===== src/rtl/phased_pwm_pkg.sv =====
package phased_pwm_pkg;

    typedef enum logic {
        CNT_UP   = 1'b0,
        CNT_DOWN = 1'b1
    } cnt_state_e;

    localparam int ADDR_W = 3;

    localparam logic [ADDR_W-1:0] ADR_PERIOD = 3'd0;
    localparam logic [ADDR_W-1:0] ADR_CMP0   = 3'd1;
    localparam logic [ADDR_W-1:0] ADR_PHASE  = 3'd3;
    localparam logic [ADDR_W-1:0] ADR_CTRL   = 3'd4;

    typedef struct packed {
        logic sync_pass;
        logic phs_down;
        logic phs_en;
    } ctrl_t;

endpackage


===== src/rtl/ppwm_regs.sv =====
module ppwm_regs
    import phased_pwm_pkg::*;
#(
    parameter int W            = 16,
    parameter int NCH          = 2,
    parameter int RESET_PERIOD = 16
) (
    input  logic                    clk,
    input  logic                    rst_n,
    input  logic                    wr_en,
    input  logic [ADDR_W-1:0]       wr_addr,
    input  logic [W-1:0]            wr_data,
    input  logic                    at_zero,
    output logic [W-1:0]            prd_act,
    output logic [NCH-1:0][W-1:0]   cmp_act,
    output logic [W-1:0]            phase,
    output ctrl_t                   ctrl
);
    localparam logic [W-1:0] PRD_RST = W'(RESET_PERIOD);

    logic [W-1:0] prd_sh;

    always_ff @(posedge clk or negedge rst_n) begin
        if (!rst_n) begin
            prd_sh  <= PRD_RST;
            prd_act <= PRD_RST;
            phase   <= '0;
            ctrl    <= '0;
        end else begin
            if (wr_en && wr_addr == ADR_PERIOD) prd_sh <= wr_data;
            if (wr_en && wr_addr == ADR_PHASE)  phase  <= wr_data;
            if (wr_en && wr_addr == ADR_CTRL)   ctrl   <= ctrl_t'(wr_data[2:0]);
            if (at_zero)                        prd_act <= prd_sh;
        end
    end

    for (genvar g = 0; g < NCH; g++) begin : g_cmp
        localparam logic [ADDR_W-1:0] MY_ADR = ADR_CMP0 + ADDR_W'(g);
        logic [W-1:0] cmp_sh;
        always_ff @(posedge clk or negedge rst_n) begin
            if (!rst_n) begin
                cmp_sh     <= '0;
                cmp_act[g] <= '0;
            end else begin
                if (wr_en && wr_addr == MY_ADR) cmp_sh <= wr_data;
                if (at_zero)                    cmp_act[g] <= cmp_sh;
            end
        end
    end

endmodule


===== src/rtl/ppwm_counter.sv =====
module ppwm_counter
    import phased_pwm_pkg::*;
#(
    parameter int W = 16
) (
    input  logic         clk,
    input  logic         rst_n,
    input  logic [W-1:0] prd,
    input  logic [W-1:0] phase,
    input  logic         phs_en,
    input  logic         phs_down,
    input  logic         sync_in,
    output logic [W-1:0] cnt,
    output logic         dir_down,
    output logic         at_zero
);
    cnt_state_e   state_q, state_d;
    logic [W-1:0] cnt_q, cnt_d;
    logic [W-1:0] phase_lim;

    always_comb begin
        phase_lim = (phase > prd) ? prd : phase;
        state_d   = state_q;
        cnt_d     = cnt_q;
        unique case (state_q)
            CNT_UP: begin
                if (cnt_q >= prd) begin         // UP_TURN
                    state_d = CNT_DOWN;
                    cnt_d   = cnt_q - 1'b1;
                end else begin
                    cnt_d   = cnt_q + 1'b1;
                end
            end
            CNT_DOWN: begin
                if (cnt_q == '0) begin          // DOWN_TURN
                    state_d = CNT_UP;
                    cnt_d   = W'(1);
                end else begin
                    cnt_d   = cnt_q - 1'b1;
                end
            end
            default: begin
                state_d = CNT_UP;
                cnt_d   = '0;
            end
        endcase
        if (sync_in && phs_en) begin            // SYNC_LOAD
            cnt_d   = phase_lim;
            state_d = phs_down ? CNT_DOWN : CNT_UP;
        end
    end

    always_ff @(posedge clk or negedge rst_n) begin
        if (!rst_n) begin
            state_q <= CNT_UP;
            cnt_q   <= '0;
        end else begin
            state_q <= state_d;
            cnt_q   <= cnt_d;
        end
    end

    always_comb begin
        cnt      = cnt_q;
        dir_down = (state_q == CNT_DOWN);
        at_zero  = (cnt_q == '0);
    end

endmodule


===== src/rtl/ppwm_action.sv =====
module ppwm_action #(
    parameter int W = 16
) (
    input  logic         clk,
    input  logic         rst_n,
    input  logic [W-1:0] cnt,
    input  logic         dir_down,
    input  logic [W-1:0] cmp,
    output logic         pwm
);
    logic hit;

    always_comb hit = (cnt == cmp);

    always_ff @(posedge clk or negedge rst_n) begin
        if (!rst_n)                pwm <= 1'b0;
        else if (hit && !dir_down) pwm <= 1'b1;
        else if (hit &&  dir_down) pwm <= 1'b0;
    end

endmodule


===== src/rtl/phased_pwm_core.sv =====
module phased_pwm_core
    import phased_pwm_pkg::*;
#(
    parameter int W            = 16,
    parameter int RESET_PERIOD = 16
) (
    input  logic              clk,
    input  logic              rst_n,
    input  logic              wr_en,
    input  logic [2:0]        wr_addr,
    input  logic [W-1:0]      wr_data,
    input  logic              sync_in,
    output logic              sync_out,
    output logic [W-1:0]      cnt_o,
    output logic              dir_o,
    output logic              pwm_a,
    output logic              pwm_b
);
    localparam int NCH = 2;

    logic [W-1:0]          prd_act;
    logic [NCH-1:0][W-1:0] cmp_act;
    logic [W-1:0]          phase;
    ctrl_t                 ctrl;
    logic                  at_zero;
    logic [NCH-1:0]        pwm_v;

    ppwm_regs #(.W(W), .NCH(NCH), .RESET_PERIOD(RESET_PERIOD)) u_regs (
        .clk     (clk),
        .rst_n   (rst_n),
        .wr_en   (wr_en),
        .wr_addr (wr_addr),
        .wr_data (wr_data),
        .at_zero (at_zero),
        .prd_act (prd_act),
        .cmp_act (cmp_act),
        .phase   (phase),
        .ctrl    (ctrl)
    );

    ppwm_counter #(.W(W)) u_cnt (
        .clk      (clk),
        .rst_n    (rst_n),
        .prd      (prd_act),
        .phase    (phase),
        .phs_en   (ctrl.phs_en),
        .phs_down (ctrl.phs_down),
        .sync_in  (sync_in),
        .cnt      (cnt_o),
        .dir_down (dir_o),
        .at_zero  (at_zero)
    );

    for (genvar g = 0; g < NCH; g++) begin : g_ch
        ppwm_action #(.W(W)) u_act (
            .clk      (clk),
            .rst_n    (rst_n),
            .cnt      (cnt_o),
            .dir_down (dir_o),
            .cmp      (cmp_act[g]),
            .pwm      (pwm_v[g])
        );
    end

    always_comb begin
        pwm_a    = pwm_v[0];
        pwm_b    = pwm_v[1];
        sync_out = ctrl.sync_pass ? sync_in : at_zero;
    end

endmodule


===== config.mk =====
export PLATFORM = sky130hd
export DESIGN_NAME = phased_pwm_core
export DESIGN_NICKNAME = d
export VERILOG_FILES = /design/src/rtl/phased_pwm_pkg.sv /design/src/rtl/ppwm_regs.sv /design/src/rtl/ppwm_counter.sv /design/src/rtl/ppwm_action.sv /design/src/rtl/phased_pwm_core.sv
export SDC_FILE = /design/constraint.sdc
export NUM_CORES = 1
export LEC_CHECK = 0
export ABC_AREA = 1
export BUFFER_PORTS_ARGS = -buffer_cell sky130_fd_sc_hd__buf_2
export CAP_MARGIN = 20
export CORE_MARGIN = 3
export CORE_UTILIZATION = 65
export DETAILED_ROUTE_END_ITERATION = 10
export GPL_TIMING_DRIVEN = 1
export PLACE_DENSITY = 0.84
export RECOVER_POWER = 25
export SLEW_MARGIN = 20
export SYNTH_ARGS = -nofsm -noshare
export SYNTH_HDL_FRONTEND = slang
export SYNTH_SLANG_ARGS = --single-unit

===== constraint.sdc =====
create_clock -name clk -period 4.75 [get_ports clk]
set_clock_uncertainty 0.05 [all_clocks]
set_input_delay 0.2375 -clock clk [delete_from_list [all_inputs] [get_ports clk]]
set_output_delay 0.2375 -clock clk [all_outputs]
set_load 0.02 [all_outputs]

==> impl_metrics.tcl, run 1 <==
set metrics [dict create \
    place_congestion 0.960 \
    hold_viol 0 \
    clkTransAtPathRegs_ps 60 \
    worst_ep_required_time_ps 4460 \
    wl_um 18500 \
    first_global_vias 6056 \
    status "complete, but fails checks" \
    fin_crit_ps 3280 \
    arrival_ps 3000 \
    r2r_start "u_regs.prd_act[1]$_DFFE_PN0P_" \
    fmax_ghz 0.305 \
    rsz0062_at_grt "false" \
    numCtsBuffers 17 \
    p_leak_nw 4.22 \
    cts_repair_resize_count 0 \
    power.density_nw_per_um2 599 \
    htree_levels 4 \
    hold_ws_ps 24.2 \
    tns_ps 0 \
    antennaDiodeCount 0 \
    criticalPathCategory "flip-flop to primary output" \
    yosysTopAreaCellShare 0.453 \
    met2_usage 0.478 \
    drt_iter0_markers 589 \
    violations "max-capacitance violations, max-slew violations" \
    grt_max_degree 60 \
    r2r_cells 14 \
    holdPathEnd "u_regs.phase[0]$_DFFE_PN0P_" \
    dr.pass1.iters 5 \
    grt_antenna_before_repair 0 \
    min-delay-start "wr_data[0]" \
    die_w_um 112 \
    syn_to_final_growth_pct 13.2 \
    ys_top_cells_by_area "dfrtp_1 (45%), nand2_1 (9.5%), o21ai_0 (6.3%)" \
    synthCells 823 \
    ant_nets 0 \
    cts.path.max_buffers 2 \
    synth.largest_area_cell "dfrtp_1" \
    grt_most_used_layer "met2" \
    die_y_um 112 \
    wire_per_inst_um 18.2 \
    use_met3 0.0793 \
    grt_pass1_wl_um 30700 \
    final_layout_size_suffix_gt1_frac 0.164 \
    insertion_delay_ps 540 \
    syn_area_per_cell_sq_um 8.85 \
    cts.root.buffer_cell "clkbuf_8" \
    period_share 0.691 \
    gr-usage-all-layers 0.313 \
    final_cell_mix "nand2_1 (185), dfrtp_1 (132), o21ai_0 (92)" \
    ys_types 40 \
    worst_slew_pin_slew_ps 1550 \
    syn_nets 880 \
    place_hpwl_um 12700 \
    syn-cell-area_sq_um 7290 \
    nNetsFinal 923 \
    use_met1 0.430 \
    whs_path_depth 3 \
    num_vias 5955 \
    ys_seq_area_frac 0.461 \
    finalSetupViolCount 0 \
    rows 38 \
    drv_slew 30 \
    start_util 0.669 \
    final_common_cell "nand2_1" \
    regToRegSetupSlack_ps 1900 \
    core_sq_um 10900 \
    io_pins 43 \
    dieArea_sq_um 12500 \
    grt-ovfl-total 0 \
    startpoint_type "flip-flop" \
    hp-class "input pin to flip-flop" \
    drcViolationCount 0 \
    avgViaCountPerCell 5.85 \
    port_buffers 42 \
    worstPathMaxFanout 31 \
    cts_tree "done" \
    yosysWarnings 0 \
    clock_sinks 134 \
    cp-end-kind "primary output" \
    synth_seq_cells 134 \
    slew_headroom -0.0309 \
    ir_worst_vdd_v 0.000469 \
    cap_viol_max_count 1 \
    rr_endpoint "u_cnt.cnt[0]$_DFF_PN0_" \
]
[final cells by class]
type	count	area, sq um
well taps	140	175
repair buffers	60	373
fillers	730	2640
inverters	88	334
multi-input cells	565	3420
clock buffers	19	442
clock inverters	12	153
flip-flops and latches	134	3360
[how the worst max path moves through the flow]
stage / from / to / slack [ps]
after floorplan: u_cnt.cnt[0]$_DFF_PN0_ / sync_out / 2480
after global placement: u_cnt.cnt[0]$_DFF_PN0_ / sync_out / 2150
after detailed placement: u_regs.prd_act[1]$_DFFE_PN0P_ / u_cnt.cnt[0]$_DFF_PN0_ / 2080
after CTS: u_cnt.cnt[0]$_DFF_PN0_ / sync_out / 1490
after global routing: u_cnt.cnt[0]$_DFF_PN0_ / sync_out / 1330
final: u_cnt.cnt[0]$_DFF_PN0_ / sync_out / 1470
[cells in the mapped netlist]
cell type,n
inv_1,82
clkbuf_2,1
buf_2,10
nor3_2,1
o21bai_1,1
dfrtp_1,132
nor2_2,4
a21boi_0,3
nor4_4,1
o21ai_0,92
nand3_1,54
nand2_1,185
nor3_4,1
ha_1,34
nand4_1,14
nand2_2,4
inv_2,4
nor3_1,3
nor2_1,43
mux2_2,39
buf_4,2
o21ai_1,2
inv_4,1
and2_1,1
clkinv_2,1
or2_2,1
nor4_1,4
nand3b_1,1
buf_6,4
clkbuf_1,19
a21oi_1,18
xor2_1,23
nand4_4,1
mux2_4,9
o21a_1,1
o211ai_1,1
a21o_1,1
dfstp_2,2
nor2_4,1
xnor2_1,22
[worst max-delay path, stage by stage, from the launching register on]
cell and delay [ps]:
dfrtp_1 520, inv_1 150, ha_1 280, nand2_2 140
nor2_4 60, nand2_2 410, buf_4 510, o21ai_0 160
buf_2 180
[per-layer routing]
| metal | routed length [um] | share of wire |
|---|---|---|
| met3 | 1470 | 0.079 |
| met1 | 7810 | 0.42 |
| met2 | 8670 | 0.47 |
| met5 | 0 | 0 |
| met4 | 569 | 0.031 |
[flip-flops by register name, summed over array words and instances, names as in the netlist]
| name | flops |
|---|---|
| u_regs.ctrl | 3 |
| u_regs.cmp_act | 32 |
| u_regs.g_cmp.cmp_sh | 32 |
| g_ch.u_act.pwm | 2 |
| u_cnt.dir_down | 1 |
| u_regs.phase | 16 |
| u_regs.prd_act | 16 |
| u_regs.prd_sh | 16 |
| u_cnt.cnt | 16 |
[through the flow]
step                 util  instance area (sq um)  power, W  cells  worst slack [ps]
floorplan               -                   7290   0.00303    823              2480
global placement    0.690                   7510   0.00347    972              2150
detailed placement  0.690                   7520   0.00354    972              2080
CTS                 0.758                   8250   0.00490   1017              1490
global route        0.758                   8250   0.00526   1018              1330
finish              0.758                   8250   0.00494   1018              1470
[power breakdown]
group	total, W	switching [W]	internal, W
Clock	0.00131	0.000489	0.000823
Combinational	0.00183	0.00112	0.000712
Sequential	0.00179	0.000372	0.00142
Total	0.00494	0.00198	0.00296
[timing repair]
item | 4_1_cts | 5_1_grt
endpoints found under the hold margin | 63 | 0
hold buffers | 14 | 0
setup buffers | 0 | 0
[kinds of logic (layout without fill, tap and decap cells)]
group / after synthesis / count (layout) / synth area share
AND/OR/NAND/NOR: 319 / 319 / 0.193
multiplexers: 48 / 48 / 0.0788
flip-flops: 134 / 134 / 0.461
XOR/XNOR: 45 / 45 / 0.0541
buffers and inverters: 124 / 179 / 0.0714
adder cells (fa/ha/maj): 34 / 34 / 0.0584
AO/OA/AOI/OAI: 119 / 119 / 0.0841
Power figures use the tool's default switching activity.
==> inputs of run 2 (changes only) <==
ABC_AREA = 0   (was 1)
CORE_UTILIZATION = 56   (was 65)
PLACE_DENSITY = 0.77   (was 0.84)
clock period = 2.95 ns   (was 4.75 ns; I/O delays follow)
==> impl_metrics.tcl, run 2 <==
set metrics [dict create \
    worst_slew_pin_slew_ps 1720 \
    cp_top_family "simple AND/OR/NAND/NOR gates" \
    worst_ep_required_time_ps 2750 \
    synthArstFlopShare 1.00 \
    core_sq_um 12800 \
    final_cell_area_sq_um 8760 \
    final_layout_size_suffix_gt1_frac 0.348 \
    startpoint "u_cnt.cnt[0]$_DFF_PN0_" \
    syn_to_final_growth_pct 18.0 \
    numCtsBuffers 17 \
    rows 41 \
    gr-usage-all-layers 0.253 \
    yosysTopAreaCellShare 0.445 \
    final_common_cell "dfrtp_1" \
    cp-end-kind "primary output" \
    p_leak_nw 4.23 \
    drt_iter0_markers 295 \
    cts.path.max_buffers 2 \
    slowest_stage "or4_4" \
    slew_headroom -0.146 \
    status "complete, but fails checks" \
    fin_cells 856 \
    crit_path_end "sync_out" \
    place_hpwl_um 12300 \
    arrival_ps 2620 \
    power.density_nw_per_um2 858 \
    criticalPathCategory "flip-flop to primary output" \
    synth-adder-area-share 0.0573 \
    p_clk_frac 0.316 \
    dr.pass1.iters 5 \
    seqCellArea_sq_um 3360 \
    r2r_cells 7 \
    first_global_vias 5172 \
    startpoint_type "flip-flop" \
    p_sw_w 0.00258 \
    muxShareOfSynthArea 0.235 \
    violations "max-capacitance violations, max-slew violations" \
    die_w_um 121 \
    grt_pass1_wl_um 28100 \
    place_area_sq_um 7830 \
    sw_frac_of_total 0.344 \
    synth_xor_xnor_area_share 0.0601 \
    synthCells 596 \
    synth.largest_area_cell "dfrtp_1" \
    synth_compound_area_frac 0.0569 \
    grt_max_degree 69 \
    nNetsFinal 728 \
    start_util 0.581 \
    synth_top_family_by_area "multiplexers" \
    ys_top_cells_by_area "dfrtp_1 (44%), mux2_2 (10%), mux2_4 (9.7%)" \
    fmax_ghz 0.354 \
    synth_edf_count 0 \
    critical_path.max_stage_delay_ps 580 \
    finalSetupViolCount 0 \
    hold_viol 0 \
    io_pins 43 \
    comb_power_share 0.351 \
    synth-simple-area-share 0.0908 \
    ys_top_cells_by_count "dfrtp_1 (132), mux2_2 (67), mux2_4 (48), xor2_1 (43), ha_1 (34)" \
    fin_ws_ps 129 \
    tns_ps 0 \
    dieArea_sq_um 14700 \
    rr_endpoint "u_cnt.cnt[15]$_DFF_PN0_" \
    cap_viol_max_count 1 \
    synth_seq_cells 134 \
    port_buffers 42 \
    syn_nets 653 \
    drv_slew 69 \
    r2r_start "u_cnt.cnt[2]$_DFF_PN0_" \
    p_int_w 0.00493 \
    regToRegSetupSlack_ps 170 \
    grt-ovfl-total 0 \
    syn_area_per_cell_sq_um 12.5 \
    cts_tree "done" \
    pre_cts_slack_ps 94.8 \
    num_vias 4978 \
    wire_per_inst_um 20.9 \
    synth_ff_type "dfrtp_1" \
    ant_nets 0 \
    worstPathMaxFanout 13 \
    grt_antenna_before_repair 0 \
    place_congestion 0.858 \
    cts.root.buffer_cell "clkbuf_16" \
    synth.most_common_cell "dfrtp_1" \
    dp_cells 801 \
    avgViaCountPerCell 5.82 \
    ir_worst_vdd_v 0.000444 \
    syn-cell-area_sq_um 7430 \
    ys_types 59 \
    clock_sinks 134 \
    ys_seq_area_frac 0.452 \
    htree_levels 4 \
    multi_input_comb_area_sq_um 3750 \
    wl_um 17900 \
    crit_chain "inv_1 > ha_1 > nor3b_4 > nand3_4 > or4_4 > buf_16 > o21ai_1 > buf_2" \
    antennaDiodeCount 0 \
    drcViolationCount 0 \
    path_depth 8 \
    clkTransAtPathRegs_ps 60 \
    die_y_um 121 \
    crit_buf_inv 3 \
    largestRegisters "u_regs.cmp_act (32), u_regs.g_cmp.cmp_sh (32)" \
    period_share 0.956 \
    yosysWarnings 0 \
    insertion_delay_ps 420 \
    fin_crit_ps 2820 \
    hp-class "input pin to flip-flop" \
    fillCellCount 891 \
    hold_ws_ps 21.4 \
    final_cell_mix "dfrtp_1 (132), mux2_2 (67), mux2_4 (48)" \
    power_frac_seq 0.333 \
]
[run 2: cell type report]
class                   count  area share
multi-input cells         404       0.428
flip-flops and latches    134       0.383
repair buffers             91      0.0775
clock buffers              21      0.0548
well taps                 172      0.0246
clock inverters            11      0.0220
inverters                  23     0.00985
[run 2: stage by stage]
stage               total power [W]   util
floorplan                   0.00422      -
global placement            0.00495  0.613
detailed placement          0.00502  0.613
CTS                         0.00745  0.680
global route                0.00788  0.686
finish                      0.00752  0.686
[run 2: worst min path at each step]
stage / start / to / slack [ps] / cells past startpoint
final: wr_data[13] / u_regs.phase[13]$_DFFE_PN0P_ / 20 / 2
after global routing: wr_data[14] / u_regs.prd_sh[14]$_DFFE_PN0P_ / 10 / 2
after CTS: wr_data[13] / u_regs.phase[13]$_DFFE_PN0P_ / 5 / 2
after detailed placement: rst_n / u_regs.cmp_act[29]$_DFFE_PN0P_ / 140 / 1
after global placement: rst_n / u_regs.cmp_act[29]$_DFFE_PN0P_ / 130 / 1
after floorplan: rst_n / g_ch[0].u_act.pwm$_DFFE_PN0P_ / -200 / 0
[run 2: power by group through the flow]
stage	Clock [W]	Sequential [W]	Combinational [W]
2_1_floorplan	0	0.00252	0.00171
3_3_place_gp	0	0.00249	0.00247
3_5_place_dp	0	0.00251	0.00251
4_1_cts	0.00240	0.00249	0.00256
5_1_grt	0.00249	0.00254	0.00286
6_report	0.00238	0.00250	0.00264
[run 2: worst reg2reg max path, delay by kind of cell (launching register included)]
kind	cells	cell delay, ps
xor gates and xnor gates	1	180
buffers and inverters	1	240
and+or+nand+nor	4	1440
DFF	1	520
AOI/OAI and AO/OA	1	260
[run 2: kinds of logic (layout without fill, tap and decap cells)]
group	count (synthesis)	count (layout)
flip-flops	134	134
AND/OR/NAND/NOR	119	119
buffers and inverters	58	146
AO/OA/AOI/OAI	58	58
multiplexers	142	142
adder cells (fa/ha/maj)	34	34
XOR/XNOR	51	51
[run 2: per-layer routing]
layer | wire (um) | track usage | up-vias | part of all wire
met2 | 8760 | 0.413 | 121 | 0.49
li1 | - | - | 2280 | -
met4 | 319 | 0.0756 | 0 | 0.018
met1 | 8040 | 0.340 | 2547 | 0.45
met5 | 0 | 0 | - | 0
met3 | 764 | 0.0597 | 30 | 0.043
[run 2: what timing repair did]
| item | in CTS | in global routing |
|---|---|---|
| resized for setup | 3 | 2 |
| pin swaps | 0 | 1 |
| gates cloned | 1 | 1 |
| setup buffers | 0 | 7 |
| hold buffers | 14 | 0 |
| endpoints found under the hold margin | 116 | 0 |
| endpoints found under the setup margin | 1 | 8 |
